<file path="config.mk">
export PLATFORM = sky130hd
export DESIGN_NAME = tmr_irq_ctrl
export DESIGN_NICKNAME = d
export VERILOG_FILES = /design/src/rtl/tmr_irq_pkg.sv /design/src/rtl/tmr_irq_edge.sv /design/src/rtl/tmr_irq_flags.sv /design/src/rtl/tmr_irq_regs.sv /design/src/rtl/tmr_irq_req.sv /design/src/rtl/tmr_irq_ctrl.sv
export SDC_FILE = /design/constraint.sdc
export NUM_CORES = 1
export LEC_CHECK = 0
export ABC_AREA = 1
export BUFFER_PORTS_ARGS = -buffer_cell sky130_fd_sc_hd__buf_2
export CORE_MARGIN = 2
export CORE_UTILIZATION = 51
export CTS_CLUSTER_SIZE = 12
export DETAILED_ROUTE_END_ITERATION = 16
export PLACE_DENSITY = 0.8
export SYNTH_ARGS = -nofsm -noshare
export SYNTH_HDL_FRONTEND = slang
export SYNTH_SLANG_ARGS = --single-unit
</file>
<file path="constraint.sdc">
create_clock -name clk -period 1.6 [get_ports clk]
set_input_delay 0.32 -clock clk [delete_from_list [all_inputs] [get_ports clk]]
set_output_delay 0.32 -clock clk [all_outputs]
set_load 0.02 [all_outputs]
</file>
<file path="src/rtl/tmr_irq_pkg.sv">
package tmr_irq_pkg;
  typedef enum logic [1:0] {
    RA_ENABLE = 2'd0,
    RA_FLAGS  = 2'd1,
    RA_LEVEL  = 2'd2,
    RA_NONE   = 2'd3
  } reg_addr_e;

  localparam int LEVEL_W = 2;
endpackage

</file>
<file path="src/rtl/tmr_irq_edge.sv">
module tmr_irq_edge #(
  parameter int NUM_TAPS = 4
) (
  input  logic                clk,
  input  logic                rst_n,
  input  logic [NUM_TAPS-1:0] tap_i,
  output logic [NUM_TAPS-1:0] fall_o
);
  // One sampling stage per tap; a fall is "was high, now low".
  for (genvar g = 0; g < NUM_TAPS; g++) begin : g_tap
    logic prev_q;
    always_ff @(posedge clk or negedge rst_n) begin
      if (!rst_n) prev_q <= 1'b0;
      else        prev_q <= tap_i[g];
    end
    assign fall_o[g] = prev_q & ~tap_i[g];
  end
endmodule

</file>
<file path="src/rtl/tmr_irq_flags.sv">
module tmr_irq_flags #(
  parameter int NSRC = 5
) (
  input  logic            clk,
  input  logic            rst_n,
  input  logic [NSRC-1:0] set_i,
  input  logic [NSRC-1:0] clr_i,
  output logic [NSRC-1:0] flags_o
);
  for (genvar g = 0; g < NSRC; g++) begin : g_flag
    logic f_q;
    always_ff @(posedge clk or negedge rst_n) begin
      if (!rst_n)        f_q <= 1'b0;
      else if (set_i[g]) f_q <= 1'b1;   // set has priority over clear
      else if (clr_i[g]) f_q <= 1'b0;
    end
    assign flags_o[g] = f_q;
  end
endmodule

</file>
<file path="src/rtl/tmr_irq_regs.sv">
module tmr_irq_regs
  import tmr_irq_pkg::*;
#(
  parameter int NSRC = 5
) (
  input  logic               clk,
  input  logic               rst_n,
  input  logic               wr_en_i,
  input  logic [1:0]         wr_addr_i,
  input  logic [NSRC-1:0]    wr_data_i,
  input  logic [1:0]         rd_addr_i,
  input  logic [NSRC-1:0]    flags_i,
  output logic [NSRC-1:0]    rd_data_o,
  output logic [NSRC-1:0]    enable_o,
  output logic [LEVEL_W-1:0] level_o,
  output logic [NSRC-1:0]    clr_o
);
  logic [NSRC-1:0]    enable_q;
  logic [LEVEL_W-1:0] level_q;

  always_ff @(posedge clk or negedge rst_n) begin
    if (!rst_n) begin
      enable_q <= '0;
      level_q  <= '0;
    end else if (wr_en_i) begin
      if (wr_addr_i == RA_ENABLE) enable_q <= wr_data_i;
      if (wr_addr_i == RA_LEVEL)  level_q  <= wr_data_i[LEVEL_W-1:0];
    end
  end

  assign clr_o = (wr_en_i && wr_addr_i == RA_FLAGS) ? wr_data_i : '0;

  always_comb begin
    rd_data_o = '0;
    case (rd_addr_i)
      RA_ENABLE: rd_data_o = enable_q;
      RA_FLAGS:  rd_data_o = flags_i;
      RA_LEVEL:  rd_data_o[LEVEL_W-1:0] = level_q;
      default:   rd_data_o = '0;
    endcase
  end

  assign enable_o = enable_q;
  assign level_o  = level_q;
endmodule

</file>
<file path="src/rtl/tmr_irq_req.sv">
module tmr_irq_req
  import tmr_irq_pkg::*;
#(
  parameter int NSRC = 5
) (
  input  logic [NSRC-1:0]    flags_i,
  input  logic [NSRC-1:0]    enable_i,
  input  logic [LEVEL_W-1:0] level_i,
  output logic               req_o,
  output logic [LEVEL_W-1:0] level_o
);
  logic pending;
  assign pending = |(flags_i & enable_i);
  assign req_o   = pending && (level_i != '0);
  assign level_o = req_o ? level_i : '0;
endmodule

</file>
<file path="src/rtl/tmr_irq_ctrl.sv">
module tmr_irq_ctrl
  import tmr_irq_pkg::*;
#(
  parameter int NUM_TAPS = 4
) (
  input  logic                clk,
  input  logic                rst_n,
  input  logic [NUM_TAPS-1:0] tap_i,
  input  logic                ovf_i,
  input  logic                wr_en_i,
  input  logic [1:0]          wr_addr_i,
  input  logic [NUM_TAPS:0]   wr_data_i,
  input  logic [1:0]          rd_addr_i,
  output logic [NUM_TAPS:0]   rd_data_o,
  output logic                irq_req_o,
  output logic [1:0]          irq_level_o
);
  localparam int NSRC = NUM_TAPS + 1;

  logic [NUM_TAPS-1:0] fall_w;
  logic [NSRC-1:0]     set_w, clr_w, flags_w, enable_w;
  logic [LEVEL_W-1:0]  level_w;

  tmr_irq_edge #(.NUM_TAPS(NUM_TAPS)) edge_i (
    .clk(clk), .rst_n(rst_n), .tap_i(tap_i), .fall_o(fall_w)
  );

  assign set_w = {ovf_i, fall_w};

  tmr_irq_flags #(.NSRC(NSRC)) flags_i (
    .clk(clk), .rst_n(rst_n), .set_i(set_w), .clr_i(clr_w), .flags_o(flags_w)
  );

  tmr_irq_regs #(.NSRC(NSRC)) regs_i (
    .clk(clk), .rst_n(rst_n), .wr_en_i(wr_en_i), .wr_addr_i(wr_addr_i),
    .wr_data_i(wr_data_i), .rd_addr_i(rd_addr_i), .flags_i(flags_w),
    .rd_data_o(rd_data_o), .enable_o(enable_w), .level_o(level_w), .clr_o(clr_w)
  );

  tmr_irq_req #(.NSRC(NSRC)) req_i (
    .flags_i(flags_w), .enable_i(enable_w), .level_i(level_w),
    .req_o(irq_req_o), .level_o(irq_level_o)
  );
endmodule

</file>
Yosys cells after proc, flatten, opt, wreduce, memory -nomap -nowiden --
Cells that the tools add are included.
Cells by class: equal/unequal tests 4, mux-type cells 14, bitwise gates (word level) 9, reduce and logical (&&, ||, !) cells 13
Operators with widths (number):
- $reduce_bool A2 Y1 | 6
- $mux W1 | 10
- $pmux W2 S3 | 1
- $pmux W3 S2 | 1
- $and A5 B5 Y5 | 1
- $mux W5 | 1
- $reduce_or A5 Y1 | 1
- $and A1 B1 Y1 | 4
- $eq A2 B1 Y1 const B | 2
- $eq A2 B2 Y1 const B | 2
- $logic_not A2 Y1 | 2
- $not A1 Y1 | 4
- $reduce_and A2 Y1 | 2
- $logic_and A1 B1 Y1 | 2
- $mux W2 | 1
Storage, ports and cells: flip-flop bits (word level) 16, output and inout port bits 8, logic and storage cells 51

Longest topological paths before layout --
depth after elaboration 5, mapped depth 4

By module --
From an unflattened synthesis, not the netlist that was laid out.
Unflattened totals: cell total of the unflattened synthesis 121, area, all modules 884.6 µm²
By module, submodules not included:
- tmr_irq_regs | times used 1, cells each 65, area each 442.9 µm², sequential area each 175.2 µm²
- tmr_irq_flags | times used 1, cells each 30, area each 237.7 µm², sequential area each 125.1 µm²
- tmr_irq_edge | times used 1, cells each 12, area each 140.1 µm², sequential area each 100.1 µm²
- tmr_irq_req | times used 1, cells each 14, area each 63.8 µm², sequential area each 0.0 µm²

Worst setup path after synthesis --
No wires, ideal clock.
kind register to output, start register flags_i.g_flag[0].f_q, end output irq_level_o[0], arrival time 0.797 ns, path slack 0.483 ns, cell stages (with the launch flop) 5, path buffers 0, path through dfrtp_1 nand2_1 nand3_1 nor2_1 nor2_1
Between the ends: longest elaborated chain between the ends 4
Ends and longest elaborated chain:
- start, declared | line tmr_irq_flags.sv:11 | logic f_q;
- start signal, assigned | line tmr_irq_flags.sv:13 | if (!rst_n) f_q <= 1'b0;
- start signal, assigned | line tmr_irq_flags.sv:14 | else if (set_i[g]) f_q <= 1'b1;
- start signal, assigned | line tmr_irq_flags.sv:15 | else if (clr_i[g]) f_q <= 1'b0;
- $and A5 B5 Y5 | line tmr_irq_req.sv:13 | assign pending = |(flags_i & enable_i);
- $reduce_or A5 Y1 | line tmr_irq_req.sv:13
- $logic_and A1 B1 Y1 | line tmr_irq_req.sv:14 | assign req_o = pending && (level_i != '0);
- $mux W2 | line tmr_irq_req.sv:15 | assign level_o = req_o ? level_i : '0;
- end, declared | line tmr_irq_ctrl.sv:16 | output logic [1:0] irq_level_o
No other way between the ends.

Worst setup path after layout --
start register flags_i.g_flag[3].f_q, end output irq_req_o
Between the ends: longest elaborated chain between the ends 3
Ends and longest elaborated chain:
- start, declared | line tmr_irq_flags.sv:11
- start signal, assigned | line tmr_irq_flags.sv:13
- start signal, assigned | line tmr_irq_flags.sv:14
- start signal, assigned | line tmr_irq_flags.sv:15
- $and A5 B5 Y5 | line tmr_irq_req.sv:13
- $reduce_or A5 Y1 | line tmr_irq_req.sv:13
- $logic_and A1 B1 Y1 | line tmr_irq_req.sv:14
- end, declared | line tmr_irq_ctrl.sv:15 | output logic irq_req_o,
No other way between the ends.

==> summary by stage <==
Status
The run finished with clean final reports.

Worst hold path
The startpoint identified for the worst hold timing path is tap_i[1]. The class of the most critical hold timing path is primary input to register.

Timing
The final worst-path cycle share is 95.4%. The final count of pins violating max slew came to 0. Setup violations remaining at the end of the flow were counted as 0. The post-route minimum period is 1.53 ns.

Setup repair after global routing could not meet its margin everywhere. For the final routed database, the setup TNS stands at 0 ns. Final hold analysis gives a worst-case slack of 0.159 ns. The highest achievable clock rate is 655 MHz. At the pin with the least slew margin, the transition time is 0.342 ns. The headroom to the max-slew limit is 77.2%. The number of hold violations in the final report was 0. The final worst clock skew is 0.000234 ns.

Clocking
TritonCTS built the clock tree. The later pin in the worst-skew pair is clocked with a latency of 0.27 ns. The total CTS buffers is 3. The maximum number of buffers from clock root to sink is 2. The cell chosen for the clock root is clkbuf_4. Counting every sink on the clock net gives 16. Clock-pin slew was measured on the worst setup and hold paths at 0.08 ns. In this run the number of H-tree levels came out at 1.

Setup path
The data arrival time at the worst-slack endpoint is 1.21 ns. The type of element launching the critical path is a register. In this run the worst setup path begins at flags_i.g_flag[3].f_q. The critical path required time is 1.28 ns. The startpoint-to-endpoint class of the critical path is register to output pin.

The worst reg2reg path startpoint is flags_i.g_flag[0].f_q. Of all nets on the critical path, the largest fanout is 3. The end of the critical path is irq_req_o.

Setup slack on the worst reg-to-reg path comes out at ~0.84 ns. STA classifies the critical path endpoint as an output pin. The worst register-to-register path ends at flags_i.g_flag[0].f_q. The number of cells on the worst reg-to-reg path is 3.

Floorplan
The standard cell core area is 0.00145 mm^2. The initial core utilization is a little over half. The die is ~43 um wide. The die covers between 0.0015 and 0.002 mm^2. From bottom edge to top edge, the die measures 42.8 um. In this run the count of I/O pins placed on the die edge is 25. The floorplan has 14 rows.

Placed design
The number of port buffers is 24. Once detailed placement completed, the half-perimeter wirelength came to 1190 um. Routability-driven placement finished with a final weighted congestion of approximately 0.77.

Power and ir drop
The power density normalized to cell area is around 970 mW/mm^2. The internal portion of the total power is 633 uW. VDD sags by at most 0.000582 V. The clock network burns 21.5% of the power. The power share of the sequential group is 52.0%.

The power share of the combinational group is 26.4%. The net switching power is 296 uW. For this design the static power due to leakage is 0.543 nW. Of the total power, the share spent switching nets is 31.9%.

Layout
The share of the core filled with cells is about 66%. The multi-input gate area in the final layout is 315 um^2. The antenna diode count is 0.

The share of layout cells above drive strength 1 is 28.6%. The area occupied by registers is 400 um^2. The count of filler cells inserted in the layout is 133. The final layout contains ~150 nets. The area added between synthesis and finish is 25.2%.

Route
The wire length per cell after detailed routing is 10.4 um. Dividing the detail-routed via count by the number of cells gives 4.79. The post-detailed-routing wire length is roughly 1500 um. The number of iterations in the first detailed-routing pass is 4. The detailed router placed 680 vias in this run. The DRC violation count after routing is 0. The number of nets with antenna violations after routing is 0. The number of DRC violations after detailed-routing iteration 0 is 11.

Synth
In this run, synthesis produced a sequential element count of 16. The post-synthesis cell type count is 13. The post-synthesis net count is 115.

The register area share after synthesis is around 52%. The mapped netlist covers 768 um^2. In the synthesized netlist, the number of instances is 98. Each instance of the synthesized netlist takes up on average 7.84 um^2. For this run, the number of Yosys warnings is 0.

Run
The tool flagged a number of max-cap violations equal to 0.

Global route
The wire length of the first global-routing pass is 2490 um. The final global-route overflow total is 0. The number of global-route vias before repair is 626. Entering global routing, the biggest net connects 17 pins. The initial antenna violation count is 0.

For this run, the total global-route usage over all layers was measured as 18.8%.
worst max-delay path, stage by stage, from the launching register on:
cell and delay [ns]:
dfrtp_1 0.41, nand2_1 0.08, nand3_2 0.09, nor2_4 0.14, nor2_1 0.05, buf_2 0.15
synthesized netlist by cell type:
| master | count | area share [%] |
|---|---|---|
| inv_1 | 14 | 6.8 |
| nand3_4 | 1 | 2.3 |
| nand4_1 | 5 | 4.1 |
| nor2_2 | 1 | 0.81 |
| nand3_1 | 10 | 6.5 |
| buf_4 | 1 | 0.98 |
| dfrtp_1 | 16 | 52 |
| inv_2 | 2 | 0.98 |
| nand2_1 | 35 | 17 |
| o21ai_0 | 2 | 1.3 |
| nor2_1 | 5 | 2.4 |
| o21ai_1 | 5 | 3.3 |
| nand3_2 | 1 | 1.3 |
per-layer routing:
layer / GRT usage [%] / up-vias / routed length [um]
met3: 3.83 / 2 / 77
met5: 0 / - / 0
met4: 11.3 / 0 / 14
met2: 30.6 / 23 / 712
met1: 22.6 / 291 / 669
li1: - / 364 / -
power by group through the flow:
stage | Combinational, mW | Clock (mW) | Sequential, mW
6_report | 0.246 | 0.200 | 0.483
5_1_grt | 0.275 | 0.231 | 0.489
4_1_cts | 0.221 | 0.208 | 0.484
3_5_place_dp | 0.219 | 0 | 0.492
3_3_place_gp | 0.212 | 0 | 0.491
2_1_floorplan | 0.144 | 0 | 0.481
cells in the final DEF, fill, tap and decap left out:
cell	Yosys	routed
clkbuf_4	0	3
dfrtp_1	16	16
nor2_2	1	2
dlygate4sd3_1	0	1
o21ai_1	5	5
o21ai_0	2	2
nand3_1	10	9
nand4_1	5	5
buf_6	0	1
nor2_4	0	1
inv_2	2	2
inv_1	14	14
buf_4	1	1
nand2_1	35	35
buf_2	0	23
nand3_4	1	1
nor2_1	5	3
nand3_2	1	2
area by class of cell:
class                   instances  share of cell area (%)
flip-flops and latches         16                    41.6
multi-input cells              65                    32.8
repair buffers                 26                    15.0
inverters                      16                    6.24
clock buffers                   3                    2.34
well taps                      16                    2.08
what timing repair did:
| item | 4_1_cts | 5_1_grt |
|---|---|---|
| setup endpoints to repair | 0 | 3 |
| buffers inserted | 0 | 1 |
| hold buffers | 1 | 0 |
| gates resized for setup | 0 | 6 |
| hold endpoints to repair | 16 | 0 |
worst min path at each step:
stage               slack [ns]  cells past startpoint                      to
global route              0.13                      1  edge_i.g_tap[1].prev_q
CTS                       0.15                      1  edge_i.g_tap[1].prev_q
floorplan                 0.02                      0  edge_i.g_tap[0].prev_q
finish                    0.16                      1  edge_i.g_tap[1].prev_q
global placement          0.24                      1   flags_i.g_flag[4].f_q
detailed placement        0.24                      1      regs_i.enable_o[4]
registers in the layout (all words and copies together) (netlist names):
signal / flops
edge_i.g_tap.prev_q: 4
regs_i.level_o: 2
flags_i.g_flag.f_q: 5
regs_i.enable_o: 5
per-stage QoR:
stage	instance area, um^2	total power [mW]	std cells	worst slack (ns)
2_1_floorplan	768	0.624	98	0.483
3_3_place_gp	901	0.703	137	0.359
3_5_place_dp	901	0.711	137	0.322
4_1_cts	933	0.913	141	0.0119
5_1_grt	962	0.995	142	-0.0115
6_report	962	0.929	142	0.0734
cell families (layout without fill, tap and decap cells):
group	count (synthesis)	after routing	synth area share, %
AND/OR/NAND/NOR	58	58	34.5
buffers and inverters	17	45	8.80
flip-flops	16	16	52.1
AO/OA/AOI/OAI	7	7	4.56
(Power assumes the default switching activity.)
